`config.mk`:
```
export PLATFORM = sky130hd
export DESIGN_NAME = tdc_unit
export DESIGN_NICKNAME = d
export VERILOG_FILES = /design/src/rtl/tdc_pkg.sv /design/src/rtl/tdc_delay_meas.sv /design/src/rtl/tdc_ssp_calc.sv /design/src/rtl/tdc_ssp_queue.sv /design/src/rtl/tdc_unit.sv
export SDC_FILE = /design/constraint.sdc
export NUM_CORES = 1
export LEC_CHECK = 0
export BUFFER_PORTS_ARGS = -buffer_cell sky130_fd_sc_hd__buf_4
export CORE_UTILIZATION = 65
export CTS_CLUSTER_SIZE = 28
export DETAILED_ROUTE_END_ITERATION = 10
export GPL_ROUTABILITY_DRIVEN = 0
export GPL_TIMING_DRIVEN = 0
export PLACE_DENSITY = 0.95
export SETUP_SLACK_MARGIN = 0.3
export SLEW_MARGIN = 15
export SYNTH_ARGS = -nofsm -noshare
export SYNTH_HDL_FRONTEND = slang
export SYNTH_SLANG_ARGS = --single-unit
```
`constraint.sdc`:
```
create_clock -name clk -period 19.7 [get_ports clk]
set_input_delay 0.985 -clock clk [delete_from_list [all_inputs] [get_ports clk]]
set_output_delay 0.985 -clock clk [all_outputs]
set_load 0.1 [all_outputs]
```
`src/rtl/tdc_pkg.sv`:
```
package tdc_pkg;

    typedef enum logic [1:0] {
        TDC_OFF    = 2'b00,
        TDC_AUTO   = 2'b01,
        TDC_MANUAL = 2'b10,
        TDC_BOTH   = 2'b11
    } tdc_mode_e;

    typedef enum logic [1:0] {
        MS_IDLE = 2'b00,
        MS_RUN  = 2'b01,
        MS_DONE = 2'b10
    } meas_state_e;

    typedef enum logic [1:0] {
        Q_EMPTY = 2'b00,
        Q_BUSY  = 2'b01,
        Q_FULL  = 2'b10
    } queue_state_e;

endpackage

```
`src/rtl/tdc_delay_meas.sv`:
```
module tdc_delay_meas
    import tdc_pkg::*;
#(
    parameter int CNT_W = 8
) (
    input  logic             clk,
    input  logic             rst_n,
    input  logic             meas_start,
    input  logic             rxd,
    output logic [CNT_W-1:0] meas_delay
);

    localparam logic [CNT_W-1:0] CNT_MAX = {CNT_W{1'b1}};

    meas_state_e      state_q, state_d;
    logic [CNT_W-1:0] cnt_q;
    logic             rxd_q;
    logic             rx_fall;

    assign rx_fall = rxd_q && !rxd;

    // state register
    always_ff @(posedge clk or negedge rst_n) begin
        if (!rst_n) state_q <= MS_IDLE;
        else        state_q <= state_d;
    end

    // next state
    always_comb begin
        state_d = state_q;
        unique case (state_q)
            MS_IDLE: if (meas_start) state_d = MS_RUN;
            MS_RUN: begin
                if (meas_start)   state_d = MS_RUN;
                else if (rx_fall) state_d = MS_DONE;
            end
            MS_DONE: if (meas_start) state_d = MS_RUN;
            default: state_d = MS_IDLE;
        endcase
    end

    // counter and result
    always_ff @(posedge clk or negedge rst_n) begin
        if (!rst_n) begin
            cnt_q      <= '0;
            meas_delay <= '0;
            rxd_q      <= 1'b1;
        end else begin
            rxd_q <= rxd;
            if (meas_start) begin
                cnt_q <= CNT_W'(1);
            end else if (state_q == MS_RUN) begin
                if (rx_fall)              meas_delay <= cnt_q;
                else if (cnt_q != CNT_MAX) cnt_q     <= cnt_q + CNT_W'(1);
            end
        end
    end


    cnt_sat_chk: assert property (@(posedge clk) disable iff (!rst_n)
        (state_q == MS_RUN && cnt_q == CNT_MAX && !meas_start) |=> (cnt_q == CNT_MAX));


    meas_done_chk: assert property (@(posedge clk) disable iff (!rst_n)
        (state_q == MS_RUN && rx_fall && !meas_start) |=> (state_q == MS_DONE));

endmodule

```
`src/rtl/tdc_ssp_calc.sv`:
```
module tdc_ssp_calc
    import tdc_pkg::*;
#(
    parameter int CNT_W = 8,
    parameter int SEG_W = 6,
    parameter int BRP_W = 4,
    parameter int POS_W = 12
) (
    input  logic [1:0]       mode,
    input  logic             offset_rel,
    input  logic [CNT_W-1:0] cfg_delay,
    input  logic [CNT_W-1:0] meas_delay,
    input  logic [CNT_W-1:0] cfg_offset,
    input  logic [CNT_W-1:0] cfg_filter,
    input  logic [BRP_W-1:0] brp,
    input  logic [SEG_W-1:0] prop_seg,
    input  logic [SEG_W-1:0] phase_seg1,
    output logic [POS_W-1:0] ssp_pos
);

    localparam int EW = POS_W + 2;

    tdc_mode_e        m;
    logic [POS_W-1:0] seg_sum, sp_clk;
    logic [EW-1:0]    sp_ext, off_abs, dly_ext, raw, filt_ext, pick;
    logic             comp_on, filt_ok, filter_hit, use_ssp;

    assign m = tdc_mode_e'(mode);

    always_comb begin
        seg_sum  = POS_W'(prop_seg) + POS_W'(phase_seg1) + POS_W'(1);
        sp_clk   = seg_sum * POS_W'(brp);
        sp_ext   = {2'b00, sp_clk};
        filt_ext = {{(EW-CNT_W){1'b0}}, cfg_filter};
        if (offset_rel)
            off_abs = {{(EW-CNT_W){cfg_offset[CNT_W-1]}}, cfg_offset} + sp_ext;
        else
            off_abs = {{(EW-CNT_W){1'b0}}, cfg_offset};

        unique case (m)
            TDC_AUTO: begin
                dly_ext = {{(EW-CNT_W){1'b0}}, meas_delay};
                comp_on = 1'b1;
                filt_ok = 1'b1;
            end
            TDC_MANUAL: begin
                dly_ext = {{(EW-CNT_W){1'b0}}, cfg_delay};
                comp_on = 1'b1;
                filt_ok = 1'b0;
            end
            TDC_OFF, TDC_BOTH: begin
                dly_ext = '0;
                comp_on = 1'b0;
                filt_ok = 1'b0;
            end
            default: begin
                dly_ext = '0;
                comp_on = 1'b0;
                filt_ok = 1'b0;
            end
        endcase

        raw        = dly_ext + off_abs;
        filter_hit = filt_ok && ($signed(filt_ext) > $signed(off_abs))
                             && ($signed(raw) < $signed(filt_ext));
        use_ssp    = comp_on && !filter_hit;
        pick       = use_ssp ? raw : sp_ext;

        if (pick[EW-1] || pick == '0) ssp_pos = POS_W'(1);
        else if (|pick[EW-2:POS_W])   ssp_pos = '1;
        else                          ssp_pos = pick[POS_W-1:0];
    end

endmodule

```
`src/rtl/tdc_ssp_queue.sv`:
```
module tdc_ssp_queue
    import tdc_pkg::*;
#(
    parameter int POS_W = 12,
    parameter int DEPTH = 4
) (
    input  logic             clk,
    input  logic             rst_n,
    input  logic             push,
    input  logic [POS_W-1:0] push_due,
    input  logic             push_bit,
    input  logic [POS_W-1:0] now,
    output logic             fire,
    output logic             fire_bit
);

    localparam int PTR_W = (DEPTH > 1) ? $clog2(DEPTH) : 1;
    localparam int QC_W  = $clog2(DEPTH + 1);
    localparam logic [QC_W-1:0] FULL_CNT = QC_W'(DEPTH);

    queue_state_e     state_q, state_d;
    logic [POS_W-1:0] due_q [DEPTH];
    logic             bit_q [DEPTH];
    logic [PTR_W-1:0] rd_ptr, wr_ptr;
    logic [QC_W-1:0]  count_q, count_d;
    logic             push_ok;

    function automatic logic [PTR_W-1:0] ptr_next(input logic [PTR_W-1:0] p);
        return (p == PTR_W'(DEPTH - 1)) ? '0 : p + PTR_W'(1);
    endfunction

    always_comb begin
        fire     = (state_q != Q_EMPTY) && (due_q[rd_ptr] == now);
        fire_bit = bit_q[rd_ptr];
        push_ok  = push && ((state_q != Q_FULL) || fire);
        count_d  = count_q + QC_W'(push_ok) - QC_W'(fire);
    end

    // state register
    always_ff @(posedge clk or negedge rst_n) begin
        if (!rst_n) state_q <= Q_EMPTY;
        else        state_q <= state_d;
    end

    // next state
    always_comb begin
        state_d = state_q;
        unique case (state_q)
            Q_EMPTY: if (push_ok) state_d = (count_d == FULL_CNT) ? Q_FULL : Q_BUSY;
            Q_BUSY: begin
                if (count_d == '0)           state_d = Q_EMPTY;
                else if (count_d == FULL_CNT) state_d = Q_FULL;
            end
            Q_FULL: begin
                if (count_d == '0)            state_d = Q_EMPTY;
                else if (count_d != FULL_CNT) state_d = Q_BUSY;
            end
            default: state_d = Q_EMPTY;
        endcase
    end

    always_ff @(posedge clk or negedge rst_n) begin
        if (!rst_n) begin
            rd_ptr  <= '0;
            wr_ptr  <= '0;
            count_q <= '0;
        end else begin
            count_q <= count_d;
            if (push_ok) wr_ptr <= ptr_next(wr_ptr);
            if (fire)    rd_ptr <= ptr_next(rd_ptr);
        end
    end

    for (genvar g = 0; g < DEPTH; g++) begin : g_slot
        always_ff @(posedge clk or negedge rst_n) begin
            if (!rst_n) begin
                due_q[g] <= '0;
                bit_q[g] <= 1'b1;
            end else if (push_ok && wr_ptr == PTR_W'(g)) begin
                due_q[g] <= push_due;
                bit_q[g] <= push_bit;
            end
        end
    end


    no_drop_chk: assert property (@(posedge clk) disable iff (!rst_n)
        push |-> (state_q != Q_FULL || fire));


    pop_count_chk: assert property (@(posedge clk) disable iff (!rst_n)
        (fire && !push) |=> (count_q == $past(count_q) - QC_W'(1)));

endmodule

```
`src/rtl/tdc_unit.sv`:
```
module tdc_unit
    import tdc_pkg::*;
#(
    parameter int CNT_W  = 8,
    parameter int SEG_W  = 6,
    parameter int BRP_W  = 4,
    parameter int POS_W  = 12,
    parameter int QDEPTH = 4
) (
    input  logic             clk,
    input  logic             rst_n,
    input  logic             txd,
    input  logic             rxd,
    input  logic             bit_start,
    input  logic             meas_start,
    input  logic [1:0]       mode,
    input  logic             offset_rel,
    input  logic [CNT_W-1:0] cfg_delay,
    input  logic [CNT_W-1:0] cfg_offset,
    input  logic [CNT_W-1:0] cfg_filter,
    input  logic [BRP_W-1:0] brp,
    input  logic [SEG_W-1:0] prop_seg,
    input  logic [SEG_W-1:0] phase_seg1,
    output logic             ssp_strobe,
    output logic             rx_bit,
    output logic             bit_err
);

    logic [CNT_W-1:0] meas_delay;
    logic [POS_W-1:0] ssp_pos;
    logic [POS_W-1:0] timer_q;
    logic             fire, fire_bit;

    tdc_delay_meas #(.CNT_W(CNT_W)) meas_i (
        .clk        (clk),
        .rst_n      (rst_n),
        .meas_start (meas_start),
        .rxd        (rxd),
        .meas_delay (meas_delay)
    );

    tdc_ssp_calc #(
        .CNT_W (CNT_W),
        .SEG_W (SEG_W),
        .BRP_W (BRP_W),
        .POS_W (POS_W)
    ) calc_i (
        .mode       (mode),
        .offset_rel (offset_rel),
        .cfg_delay  (cfg_delay),
        .meas_delay (meas_delay),
        .cfg_offset (cfg_offset),
        .cfg_filter (cfg_filter),
        .brp        (brp),
        .prop_seg   (prop_seg),
        .phase_seg1 (phase_seg1),
        .ssp_pos    (ssp_pos)
    );

    tdc_ssp_queue #(.POS_W(POS_W), .DEPTH(QDEPTH)) queue_i (
        .clk      (clk),
        .rst_n    (rst_n),
        .push     (bit_start),
        .push_due (timer_q + ssp_pos),
        .push_bit (txd),
        .now      (timer_q),
        .fire     (fire),
        .fire_bit (fire_bit)
    );

    always_ff @(posedge clk or negedge rst_n) begin
        if (!rst_n) timer_q <= '0;
        else        timer_q <= timer_q + POS_W'(1);
    end

    // outputs
    always_ff @(posedge clk or negedge rst_n) begin
        if (!rst_n) begin
            ssp_strobe <= 1'b0;
            rx_bit     <= 1'b1;
            bit_err    <= 1'b0;
        end else begin
            ssp_strobe <= fire;
            bit_err    <= fire && (rxd != fire_bit);
            if (fire) rx_bit <= rxd;
        end
    end


    reset_state_chk: assert property (@(posedge clk) disable iff (!rst_n)
        $rose(rst_n) |-> (!ssp_strobe && !bit_err && rx_bit));


    err_with_strobe_chk: assert property (@(posedge clk) disable iff (!rst_n)
        bit_err |-> ssp_strobe);


    rx_hold_chk: assert property (@(posedge clk) disable iff (!rst_n)
        !ssp_strobe |-> $stable(rx_bit));

endmodule

```
==> results.cfg <==
[status]
status = finished, final reports clean

[worst_setup_path]
cp_slowest_cell = fa_1
cp-end-kind = flip-flop
r2r_start = meas_i.meas_delay[0]
critical_path_arrival_ns = 11.93
critPathMaxStageDelay_ns = 0.53
crit_required_ns = 19.91
path_delay_family = adder cells
path_class = primary input to flip-flop
path_buf_inv = 6
crit_path_max_fanout = 10
start_kind = primary input
r2r_end = queue_i.due_q[35]
ff2ff_path_depth = 29
r2r_slack_ns = 12.08
cp_common_cell = ha_1
worstSetupPathDepth = 44

[logic_synthesis]
synth_area_per_cell_sq_um = 9.99
synth-edff-count = 0
ys.flop_type = dfrtp_1
yosys_warnings = 0
ys_seq_area_share_pct = 28.7
synthArstFlopShare_pct = 100
synthDistinctLibCells = 80
syn_area_sq_mm = 0.00830
syn_inst = 831
synth_nets = 978
ys_seq_elements = 95

[clock_tree]
cts_resized = 0
clockBufferDepth = 2
postCtsSetupRepairBufs = 0
holdBufCountCts = 0
root_buffer = clkbuf_16
cts_htree_levels = 3
clkSinkCount = 95
cts_buffers = 9
clk_pin_slew_worst_paths_ns = 0.07
cts_tree = built
insertion_delay_ns = 0.35

[routing]
ant_nets = 0
drc_errors = 0
drt-initial-drc-count = 715
avgRoutedWirePerCell_um = 19.6
drt-total-wl_mm = 20.9
first_pass_iters = 6
num_vias = 7007
via_per_inst = 6.57

[sta]
fin_worst_skew_ns = 0.0103
finalSetupTns_ns = 0
slew_headroom_pct = 19.7
hold_violations = 0
final.min_clock_period_ns = 11.73
tightest_slew_ns = 1.19
slew_violations = 0
fin_crit_sh_pct = 59.5
timing.fmax_mhz = 85.3
setup_violations = 0
rsz0062_at_grt = no

[placement]
portBuffers = 51
postPlaceCellArea_sq_mm = 0.00890
dp.final_hpwl_mm = 15.0

[pwr]
powerDensity_mw_per_mm2 = 179
ir_drop_mv = 0.0978
leakage_nw = 4.41

[min_path]
min_path_cells = 1
min_from = meas_i.state_q[1]
min_to = meas_i.state_q[0]
holdCritPathClass = flip-flop to flip-flop

[flow_run]
max-cap-violations = 0

[floorplan]
die_x_um = 115
row_count = 40
start_util_pct = 68.0
core_sq_mm = 0.0122
io_pins = 52
dieArea_sq_mm = 0.0132
die_h_um = 115

[global_route]
grt_pass1_vias = 7089
grt_max_degree = 96
antenna_found_initial = 0
grt_remaining_overflow = 0
gr-usage-all-layers_pct = 33.5
grt_pass1_wl_mm = 34.3

[layout]
syn_to_final_growth_pct = 10.8
finish.instance_area_sq_mm = 0.00920
antennaDiodeCount = 0
nets = 1040
drive_gt1_share_pct = 17.7
==> power by group <==
group	total (mW)	switching, mW	internal (mW)
sequential	0.308	0.0418	0.266
clock	0.178	0.0779	0.100
combinational	1.16	0.679	0.483
total	1.65	0.798	0.849
==> worst max path at each step <==
stage,from,to,slack (ns)
2_1_floorplan,prop_seg[0],queue_i.due_q[23],9.65
3_5_place_dp,prop_seg[0],queue_i.due_q[35],8.15
5_1_grt,prop_seg[0],queue_i.due_q[35],7.53
6_report,prop_seg[0],queue_i.due_q[35],7.97
3_3_place_gp,prop_seg[0],queue_i.due_q[35],8.28
4_1_cts,prop_seg[0],queue_i.due_q[35],8.23
==> metal layers <==
layer | up-vias | track usage, % | wire length, um
met5 | - | 0 | 0
met4 | 0 | 17.3 | 1070
met3 | 138 | 7.49 | 1750
met2 | 445 | 56.1 | 9920
met1 | 3326 | 40.8 | 8110
li1 | 3098 | - | -
==> cells by family after synthesis <==
logic type / share of synthesized area (%)
AND/OR/NAND/NOR: 15.6
AO/OA/AOI/OAI: 13.2
adder cells (fa/ha/maj): 16.3
buffers and inverters: 5.32
flip-flops: 28.7
multiplexers: 13.2
XOR/XNOR: 7.59
==> cell usage in the layout (no fill, tap or decap), types with 5 or more instances in the layout <==
master / netlist / layout
and2_1: 19 / 19
xor2_1: 23 / 23
ha_1: 81 / 81
or3_1: 8 / 8
mux4_1: 11 / 11
mux2_4: 16 / 16
nor2b_1: 8 / 8
a21o_1: 14 / 14
a211oi_1: 6 / 6
o21bai_1: 9 / 9
nor3_1: 10 / 10
nand3_1: 18 / 18
clkbuf_1: 6 / 8
dfrtp_1: 89 / 89
a311oi_1: 5 / 5
xnor2_1: 49 / 49
o21ai_0: 25 / 25
nand2b_1: 17 / 17
nand4_1: 15 / 15
mux2i_1: 6 / 6
buf_6: 7 / 8
mux2_2: 41 / 41
buf_4: 1 / 51
nand2_1: 46 / 46
nor2_1: 60 / 60
a21oi_1: 39 / 39
a22o_1: 7 / 7
dfstp_2: 6 / 6
and3_1: 8 / 8
inv_1: 77 / 77
clkbuf_16: 0 / 9
fa_1: 17 / 17
==> stage by stage <==
step	util, %	power [mW]	setup WS [ns]	hold WS (ns)	instances
2_1_floorplan	-	1.14	9.65	0.432	831
3_3_place_gp	72.8	1.33	8.28	0.438	1050
3_5_place_dp	72.8	1.40	8.15	0.474	1050
4_1_cts	75.3	1.61	8.23	0.472	1066
5_1_grt	75.3	1.75	7.53	0.487	1066
6_report	75.3	1.65	7.97	0.484	1066
==> layout make-up <==
type                    instances  area, sq um
repair buffers                 51          387
inverters                      77          289
clock inverters                 5         66.3
clock buffers                  11          233
plain buffers                  18          153
multi-input cells             641         5480
well taps                     168          210
flip-flops and latches         95         2380
fillers                       792         3010
==> flip-flops by register name (all words and copies together), names as in the netlist <==
| signal | flops |
|---|---|
| queue_i.wr_ptr | 2 |
| meas_i.meas_delay | 8 |
| queue_i.due_q | 48 |
| queue_i.rd_ptr | 2 |
| queue_i.bit_q | 4 |
| meas_i.cnt_q | 8 |
| ssp_strobe | 1 |
| queue_i.state_q | 2 |
| meas_i.rxd_q | 1 |
| bit_err | 1 |
| rx_bit | 1 |
| queue_i.count_q | 3 |
| meas_i.state_q | 2 |
| timer_q | 12 |
==> Yosys cell counts (4+ instances only) <==
| master | n | share of area [%] |
|---|---|---|
| dfrtp_1 | 89 | 27 |
| ha_1 | 81 | 12 |
| inv_1 | 77 | 3.5 |
| nor2_1 | 60 | 2.7 |
| xnor2_1 | 49 | 5.2 |
| nand2_1 | 46 | 2.1 |
| mux2_2 | 41 | 5.6 |
| a21oi_1 | 39 | 2.4 |
| o21ai_0 | 25 | 1.5 |
| xor2_1 | 23 | 2.4 |
| and2_1 | 19 | 1.4 |
| nand3_1 | 18 | 1.1 |
| fa_1 | 17 | 4.1 |
| nand2b_1 | 17 | 1.3 |
| mux2_4 | 16 | 2.9 |
| nand4_1 | 15 | 1.1 |
| a21o_1 | 14 | 1.3 |
| mux4_1 | 11 | 3.5 |
| nor3_1 | 10 | 0.60 |
| o21bai_1 | 9 | 0.81 |
| and3_1 | 8 | 0.60 |
| nor2b_1 | 8 | 0.60 |
| or3_1 | 8 | 0.60 |
| a22o_1 | 7 | 0.74 |
| buf_6 | 7 | 0.95 |
| a211oi_1 | 6 | 0.54 |
| clkbuf_1 | 6 | 0.27 |
| dfstp_2 | 6 | 1.9 |
| mux2i_1 | 6 | 0.72 |
| a311oi_1 | 5 | 0.53 |
| a211o_1 | 4 | 0.42 |
| nand2_8 | 4 | 0.96 |
| o21a_1 | 4 | 0.36 |
| o22ai_1 | 4 | 0.30 |
Power figures use the tool's default switching activity.
